### config.mk
export PLATFORM = sky130hd
export DESIGN_NAME = reg_unlock_seq
export DESIGN_NICKNAME = d
export VERILOG_FILES = /design/src/rtl/wul_pkg.sv /design/src/rtl/wul_decode.sv /design/src/rtl/wul_latch.sv /design/src/rtl/wul_gate.sv /design/src/rtl/reg_unlock_seq.sv
export SDC_FILE = /design/constraint.sdc
export NUM_CORES = 1
export LEC_CHECK = 0
export ABC_AREA = 1
export BUFFER_PORTS_ARGS = -buffer_cell sky130_fd_sc_hd__buf_2
export CAP_MARGIN = 20
export CELL_PAD_IN_SITES_DETAIL_PLACEMENT = 0
export CELL_PAD_IN_SITES_GLOBAL_PLACEMENT = 1
export CORE_ASPECT_RATIO = 1.2
export CORE_UTILIZATION = 27
export DETAILED_ROUTE_END_ITERATION = 8
export PLACE_DENSITY = 0.8
export SETUP_SLACK_MARGIN = 0.4
export SLEW_MARGIN = 20
export SYNTH_ARGS = -nofsm -noshare
export SYNTH_HDL_FRONTEND = slang
export SYNTH_SLANG_ARGS = --single-unit
### constraint.sdc
create_clock -name clk -period 1.4 [get_ports clk]
set_clock_uncertainty 0.05 [all_clocks]
set_input_delay 0.42 -clock clk [delete_from_list [all_inputs] [get_ports clk]]
set_output_delay 0.42 -clock clk [all_outputs]
set_load 0.01 [all_outputs]
### src/rtl/wul_pkg.sv
// Package: shared types for the write-unlock sequencer.
// Assumes: one bus write is classified per cycle.
package wul_pkg;

    // Meaning of a write that hits the control address.
    typedef enum logic [2:0] {
        CMD_NONE  = 3'd0,
        CMD_LOCK  = 3'd1,
        CMD_ARM   = 3'd2,
        CMD_OPEN  = 3'd3,
        CMD_OTHER = 3'd4
    } ctrl_cmd_e;

    // State of the two lock bits.
    typedef struct packed {
        logic wel;
        logic rwel;
    } latch_state_t;

endpackage

### src/rtl/wul_decode.sv
// Module: wul_decode
// Classifies each bus write. A write to the control address becomes a
// command, and any other write is marked as protected.
// Assumes: the address compare covers every bit, including the high byte.
module wul_decode
    import wul_pkg::*;
#(
    parameter int          AW        = 16,
    parameter int          DW        = 8,
    parameter logic [AW-1:0] CTRL_ADDR = 16'h003F,
    parameter logic [DW-1:0] LOCK_VAL  = 8'h00,
    parameter logic [DW-1:0] ARM_VAL   = 8'h02,
    parameter logic [DW-1:0] OPEN_VAL  = 8'h06
) (
    input  logic [AW-1:0] addr,
    input  logic [DW-1:0] data,
    input  logic          wr,
    output logic          ctrl_wr,
    output logic          prot_wr,
    output ctrl_cmd_e     cmd
);

    logic hit_ctrl;

    // Address match and write-type split.
    always_comb begin
        hit_ctrl = (addr == CTRL_ADDR);
        ctrl_wr  = wr && hit_ctrl;
        prot_wr  = wr && !hit_ctrl;
    end

    // Map the data byte of a control write to a command.
    always_comb begin
        if (!ctrl_wr)              cmd = CMD_NONE;
        else if (data == LOCK_VAL) cmd = CMD_LOCK;
        else if (data == ARM_VAL)  cmd = CMD_ARM;
        else if (data == OPEN_VAL) cmd = CMD_OPEN;
        else                       cmd = CMD_OTHER;
    end

endmodule

### src/rtl/wul_latch.sv
// Module: wul_latch
// Holds the write-enable and register-write-enable bits and applies the
// ordered unlock rules: arm sets the first bit, open sets the second bit
// only when armed, and lock clears both.
// Assumes: cmd is CMD_NONE whenever there is no control write.
module wul_latch
    import wul_pkg::*;
(
    input  logic      clk,
    input  logic      rst_n,
    input  logic      ctrl_wr,
    input  ctrl_cmd_e cmd,
    output logic      wel,
    output logic      rwel
);

    latch_state_t cur, nxt;

    // Next-state rules for the two lock bits.
    always_comb begin
        nxt = cur;
        unique case (cmd)
            CMD_LOCK: nxt = '{wel: 1'b0, rwel: 1'b0};
            CMD_ARM:  nxt.wel = 1'b1;
            CMD_OPEN: if (cur.wel) nxt.rwel = 1'b1;
            default:  nxt = cur;
        endcase
    end

    // State register with synchronous active-low reset.
    always_ff @(posedge clk) begin
        if (!rst_n) cur <= '{wel: 1'b0, rwel: 1'b0};
        else        cur <= nxt;
    end

    assign wel  = cur.wel;
    assign rwel = cur.rwel;

    AST_RWEL_NEEDS_WEL: assert property (@(posedge clk) disable iff (!rst_n)
        rwel |-> wel);
    AST_OPEN_UNARMED_NOOP: assert property (@(posedge clk) disable iff (!rst_n)
        (ctrl_wr && cmd == CMD_OPEN && !wel) |=> !rwel);
    AST_LOCK_CLEARS: assert property (@(posedge clk) disable iff (!rst_n)
        (ctrl_wr && cmd == CMD_LOCK) |=> (!wel && !rwel));
    AST_ARM_SETS: assert property (@(posedge clk) disable iff (!rst_n)
        (ctrl_wr && cmd == CMD_ARM) |=> wel);
    AST_STRAY_STABLE: assert property (@(posedge clk) disable iff (!rst_n)
        (!ctrl_wr || cmd == CMD_OTHER) |=> ($stable(wel) && $stable(rwel)));

endmodule

### src/rtl/wul_gate.sv
// Module: wul_gate
// Passes a protected write on, one cycle later, when both lock bits are
// set. Otherwise it drops the write. It raises a one-cycle accept or
// reject pulse for each protected write.
// Assumes: the lock bits seen are those in force before the current edge.
module wul_gate #(
    parameter int AW = 16,
    parameter int DW = 8
) (
    input  logic          clk,
    input  logic          rst_n,
    input  logic          prot_wr,
    input  logic [AW-1:0] addr,
    input  logic [DW-1:0] data,
    input  logic          wel,
    input  logic          rwel,
    output logic [AW-1:0] fwd_addr,
    output logic [DW-1:0] fwd_data,
    output logic          fwd_wr,
    output logic          acc,
    output logic          rej
);

    logic open_now;

    // Both bits must be set for a protected write to go through.
    always_comb open_now = wel && rwel;

    // Strobe and pulse registers.
    always_ff @(posedge clk) begin
        if (!rst_n) begin
            fwd_wr <= 1'b0;
            acc    <= 1'b0;
            rej    <= 1'b0;
        end else begin
            fwd_wr <= prot_wr && open_now;
            acc    <= prot_wr && open_now;
            rej    <= prot_wr && !open_now;
        end
    end

    // Payload registers, loaded only for an accepted write.
    always_ff @(posedge clk) begin
        if (!rst_n) begin
            fwd_addr <= '0;
            fwd_data <= '0;
        end else if (prot_wr && open_now) begin
            fwd_addr <= addr;
            fwd_data <= data;
        end
    end

    AST_PULSES_EXCLUSIVE: assert property (@(posedge clk) disable iff (!rst_n)
        !(acc && rej));
    AST_LOCKED_DROPS: assert property (@(posedge clk) disable iff (!rst_n)
        (prot_wr && !(wel && rwel)) |=> (rej && !fwd_wr));
    AST_OPEN_PASSES: assert property (@(posedge clk) disable iff (!rst_n)
        (prot_wr && wel && rwel) |=> (fwd_wr && acc && fwd_data == $past(data)));
    AST_IDLE_QUIET: assert property (@(posedge clk) disable iff (!rst_n)
        !prot_wr |=> (!fwd_wr && !acc && !rej));

endmodule

### src/rtl/reg_unlock_seq.sv
// Module: reg_unlock_seq (top)
// Guards protected register writes behind a two-step unlock at one
// control address, and re-locks on a zero write.
// Assumes: at most one bus write per cycle, and a synchronous active-low reset.
module reg_unlock_seq
    import wul_pkg::*;
#(
    parameter int            AW        = 16,
    parameter int            DW        = 8,
    parameter logic [AW-1:0] CTRL_ADDR = 16'h003F,
    parameter logic [DW-1:0] LOCK_VAL  = 8'h00,
    parameter logic [DW-1:0] ARM_VAL   = 8'h02,
    parameter logic [DW-1:0] OPEN_VAL  = 8'h06
) (
    input  logic          clk,
    input  logic          rst_n,
    input  logic [AW-1:0] bus_addr,
    input  logic [DW-1:0] bus_data,
    input  logic          bus_wr,
    output logic [AW-1:0] fwd_addr,
    output logic [DW-1:0] fwd_data,
    output logic          fwd_wr,
    output logic          wr_en_latch,
    output logic          reg_wr_latch,
    output logic          acc_pulse,
    output logic          rej_pulse
);

    logic      ctrl_wr;
    logic      prot_wr;
    ctrl_cmd_e cmd;

    wul_decode #(
        .AW(AW), .DW(DW), .CTRL_ADDR(CTRL_ADDR),
        .LOCK_VAL(LOCK_VAL), .ARM_VAL(ARM_VAL), .OPEN_VAL(OPEN_VAL)
    ) u_decode (
        .addr    (bus_addr),
        .data    (bus_data),
        .wr      (bus_wr),
        .ctrl_wr (ctrl_wr),
        .prot_wr (prot_wr),
        .cmd     (cmd)
    );

    wul_latch u_latch (
        .clk     (clk),
        .rst_n   (rst_n),
        .ctrl_wr (ctrl_wr),
        .cmd     (cmd),
        .wel     (wr_en_latch),
        .rwel    (reg_wr_latch)
    );

    wul_gate #(.AW(AW), .DW(DW)) u_gate (
        .clk      (clk),
        .rst_n    (rst_n),
        .prot_wr  (prot_wr),
        .addr     (bus_addr),
        .data     (bus_data),
        .wel      (wr_en_latch),
        .rwel     (reg_wr_latch),
        .fwd_addr (fwd_addr),
        .fwd_data (fwd_data),
        .fwd_wr   (fwd_wr),
        .acc      (acc_pulse),
        .rej      (rej_pulse)
    );

    AST_CTRL_SILENT: assert property (@(posedge clk) disable iff (!rst_n)
        (bus_wr && bus_addr == CTRL_ADDR) |=> (!fwd_wr && !acc_pulse && !rej_pulse));
    AST_STAY_OPEN_ON_ARM: assert property (@(posedge clk) disable iff (!rst_n)
        (bus_wr && bus_addr == CTRL_ADDR && bus_data == ARM_VAL && wr_en_latch && reg_wr_latch)
        |=> (wr_en_latch && reg_wr_latch));

endmodule

==> metrics.md <==
| Metric | Value |
|---|---|
| Post-DRT Antenna Nets | 0 |
| Cell taking the most area after synthesis | dfxtp_1 |
| Port Buffers | 55 |
| Top-count cell post-synth | nor2_1 |
| Num CTS Buffers | 3 |
| Final Hold Fails | 0 |
| Drt total wl | 3640 um |
| Area after DPL | roughly 0.0017 mm2 |
| Final Cell Area | 0.00236 mm2 |
| Diodes inserted | 0 |
| Wire per inst | 10.5 um |
| CP max FO | 7 |
| Overall Global Routing Usage | 12.9% |
| Startpoint types | primary input |
| #FFs+latches synth | 28 |
| Slew HR | a little over four fifths |
| Pwr/cell area | about 620 mW/mm2 |
| Synthesized area | 0.00131 mm2 |
| DR iter-0 viols | 52 |
| Num rows | 27 |
| Register area share after synthesis | 42.9% |
| Storage cell area | around 600 um2 |
| Die area | 0.00512 mm2 |
| DR vias/cell | 4.13 |
| Mapped Nets | roughly 240 |
| Synth warn | 0 |
| CP startpoint | bus_addr[13] |
| Worst EP arrival | between 1000 and 1500 ps |
| Ranking of synthesized cells by area | dfxtp_1 (43%), nor2_1 (21%), nand2_1 (18%) |
| Layout cells sized above 1 | 51.0% |
| Fin crit share | 94.5% |
| Final setup vio count | 0 |
| Fin crit period | roughly 1300 ps |
| Req. time, crit path | 1530 ps |
| Syn Inst Count | 215 |
| Fin nets | 316 |
| Slew Limit Fails | 0 |
| Worst hold start | bus_addr[4] |
| Grt total ovfl | 0 |
| Slew at the pin closest to its max-slew limit | 245 ps |
| First-pass GRT wire length | 5180 um |
| Final setup TNS | 0 ps |
| Root Buffer | clkbuf_8 |
| Async S/R FF share, synth | 0% |
| Multi-input gate area | 698 um2 |
| First-pass DRT Iterations | 4 |
| CTS clk-pin slew, worst paths | 100 ps |
| Worst r2r src | u_latch.rwel |
| Achievable clock frequency | about 760 MHz |
| CTS max path bufs | 2 |
| CP Capture Type | flop |
| RSZ-0062 raised after global routing | yes |
| DR vias | 1428 |
| Final Total Pwr | 1.47 mW |
| Status | finished, final reports clean |
| Commonest cells post-synth | nor2_1 (72), nand2_1 (64), inv_1 (32) |
| Fillers | about 440 |
| Area share of the largest cell type after synthesis | 42.9% |
| Die extent in x | about 65 um |
| Gpl congestion | a little over 0.7 |
| CTS Sinks | 28 |
| CTS Hold Bufs | 0 |
| CTS H-tree depth | 1 |
| IO Count | 56 |
| Synth Area per Inst | 6.08 um2 |
| Post-DP HPWL | 2460 um |
| Top_reg_cell synth | dfxtp_1 |
| Max Cap Violations | 0 |
| Initial Utilization | about 28% |
| Initial antenna violation count | 0 |
| Die Ht | 78.2 um |
| Area growth, synth to finish | 80.7% |
| Insertion delay to the later sink of the worst-skew pair | roughly 270 ps |
| Lkg Pwr | between 1 and 1.5 nW |
| DRC Markers | 0 |
| Largest net degree at the start of global routing | 29 |
| Count of different cell masters after synthesis | 13 |
| Placeable core area | 0.00463 mm2 |
| TritonCTS clock tree | yes |
| Post-synth EDFFs | 0 |
| Setup CP Type | primary input to flop |
| Worst hold path class | primary input to flop |
| Number of global-route vias before repair | 1214 |
| Peak supply drop | 0.309 mV |
## final cells by class
class | count | share of cell area, %
clock buffers | 4 | 2.33
repair buffers | 78 | 34.6
flip-flops and latches | 28 | 25.3
multi-input cells | 146 | 29.6
well taps | 58 | 3.08
inverters | 32 | 5.09
## per-layer routing
layer	vias up	wire length (um)	GRT usage, %
met5	-	0	0
met4	0	25	3.91
met3	2	174	2.33
met2	36	1840	21.6
met1	619	1600	16.5
li1	771	-	-
## final timing paths
path | endpoint | slack (ps) | depth (start not counted)
min | u_gate.fwd_addr[4] | 310 | 3
max | u_gate.fwd_addr[9] | 80 | 10
min reg2reg | u_latch.rwel | 440 | 2
max reg2reg | u_gate.fwd_addr[5] | 170 | 7
## cells in the final DEF, fill, tap and decap left out
cell type   n
nor2_1     60
nand2_1    45
buf_6      44
inv_1      30
dfxtp_2    27
nand2_2    15
buf_2      15
buf_4      12
nor2_2     10
nand2_4     4
clkbuf_8    4
clkbuf_16   4
nand4_1     3
nor2_4      2
inv_2       2
nand3_1     2
buf_12      2
nor3_2      1
nand3_2     1
nand3_4     1
a21oi_1     1
a21oi_2     1
buf_8       1
dfxtp_4     1
## state kept, by name (all words and copies together), names as in the netlist
signal	cells
u_gate.fwd_data	8
u_gate.rej	1
u_latch.wel	1
u_gate.fwd_wr	1
u_latch.rwel	1
u_gate.fwd_addr	16
## per-stage QoR
step                      setup WS [ps]  utilization, %  instances  hold WS (ps)
final                              77.4            51.0        346           309
after global routing               25.8            51.0        346           318
after CTS                          92.7            44.8        338           325
after detailed placement           -200            37.7        334           430
after global placement             -155            37.7        334           425
after floorplan                    97.9               -        215           450
## what timing repair did
| item | in CTS | in global routing |
|---|---|---|
| buffers inserted | 0 | 3 |
| gates cloned | 0 | 5 |
| pin swaps | 1 | 24 |
| setup endpoints to repair | 56 | 56 |
| resized for setup | 69 | 49 |
## report_power, final
part / switching, mW / internal (mW) / total, mW
registers: 0.00104 / 0.795 / 0.796
clock network: 0.259 / 0.252 / 0.511
logic: 0.0741 / 0.0896 / 0.164
total: 0.334 / 1.14 / 1.47
## kinds of logic (layout without fill, tap and decap cells)
group	after synthesis	after routing	synth area share (%)
AND/OR/NAND/NOR	144	144	42.8
flip-flops	28	28	42.9
AO/OA/AOI/OAI	2	2	0.766
buffers and inverters	41	114	13.5
## critical path: stages
cell and delay [ps]:
buf_6 100, nor2_4 100, nand2_1 60, nor2_2 130
nand3_2 110, nand3_4 190, clkbuf_16 200, nand2_1 50
nand2_1 50, nor2_1 30
No activity file was read; power rests on OpenSTA's default activity.
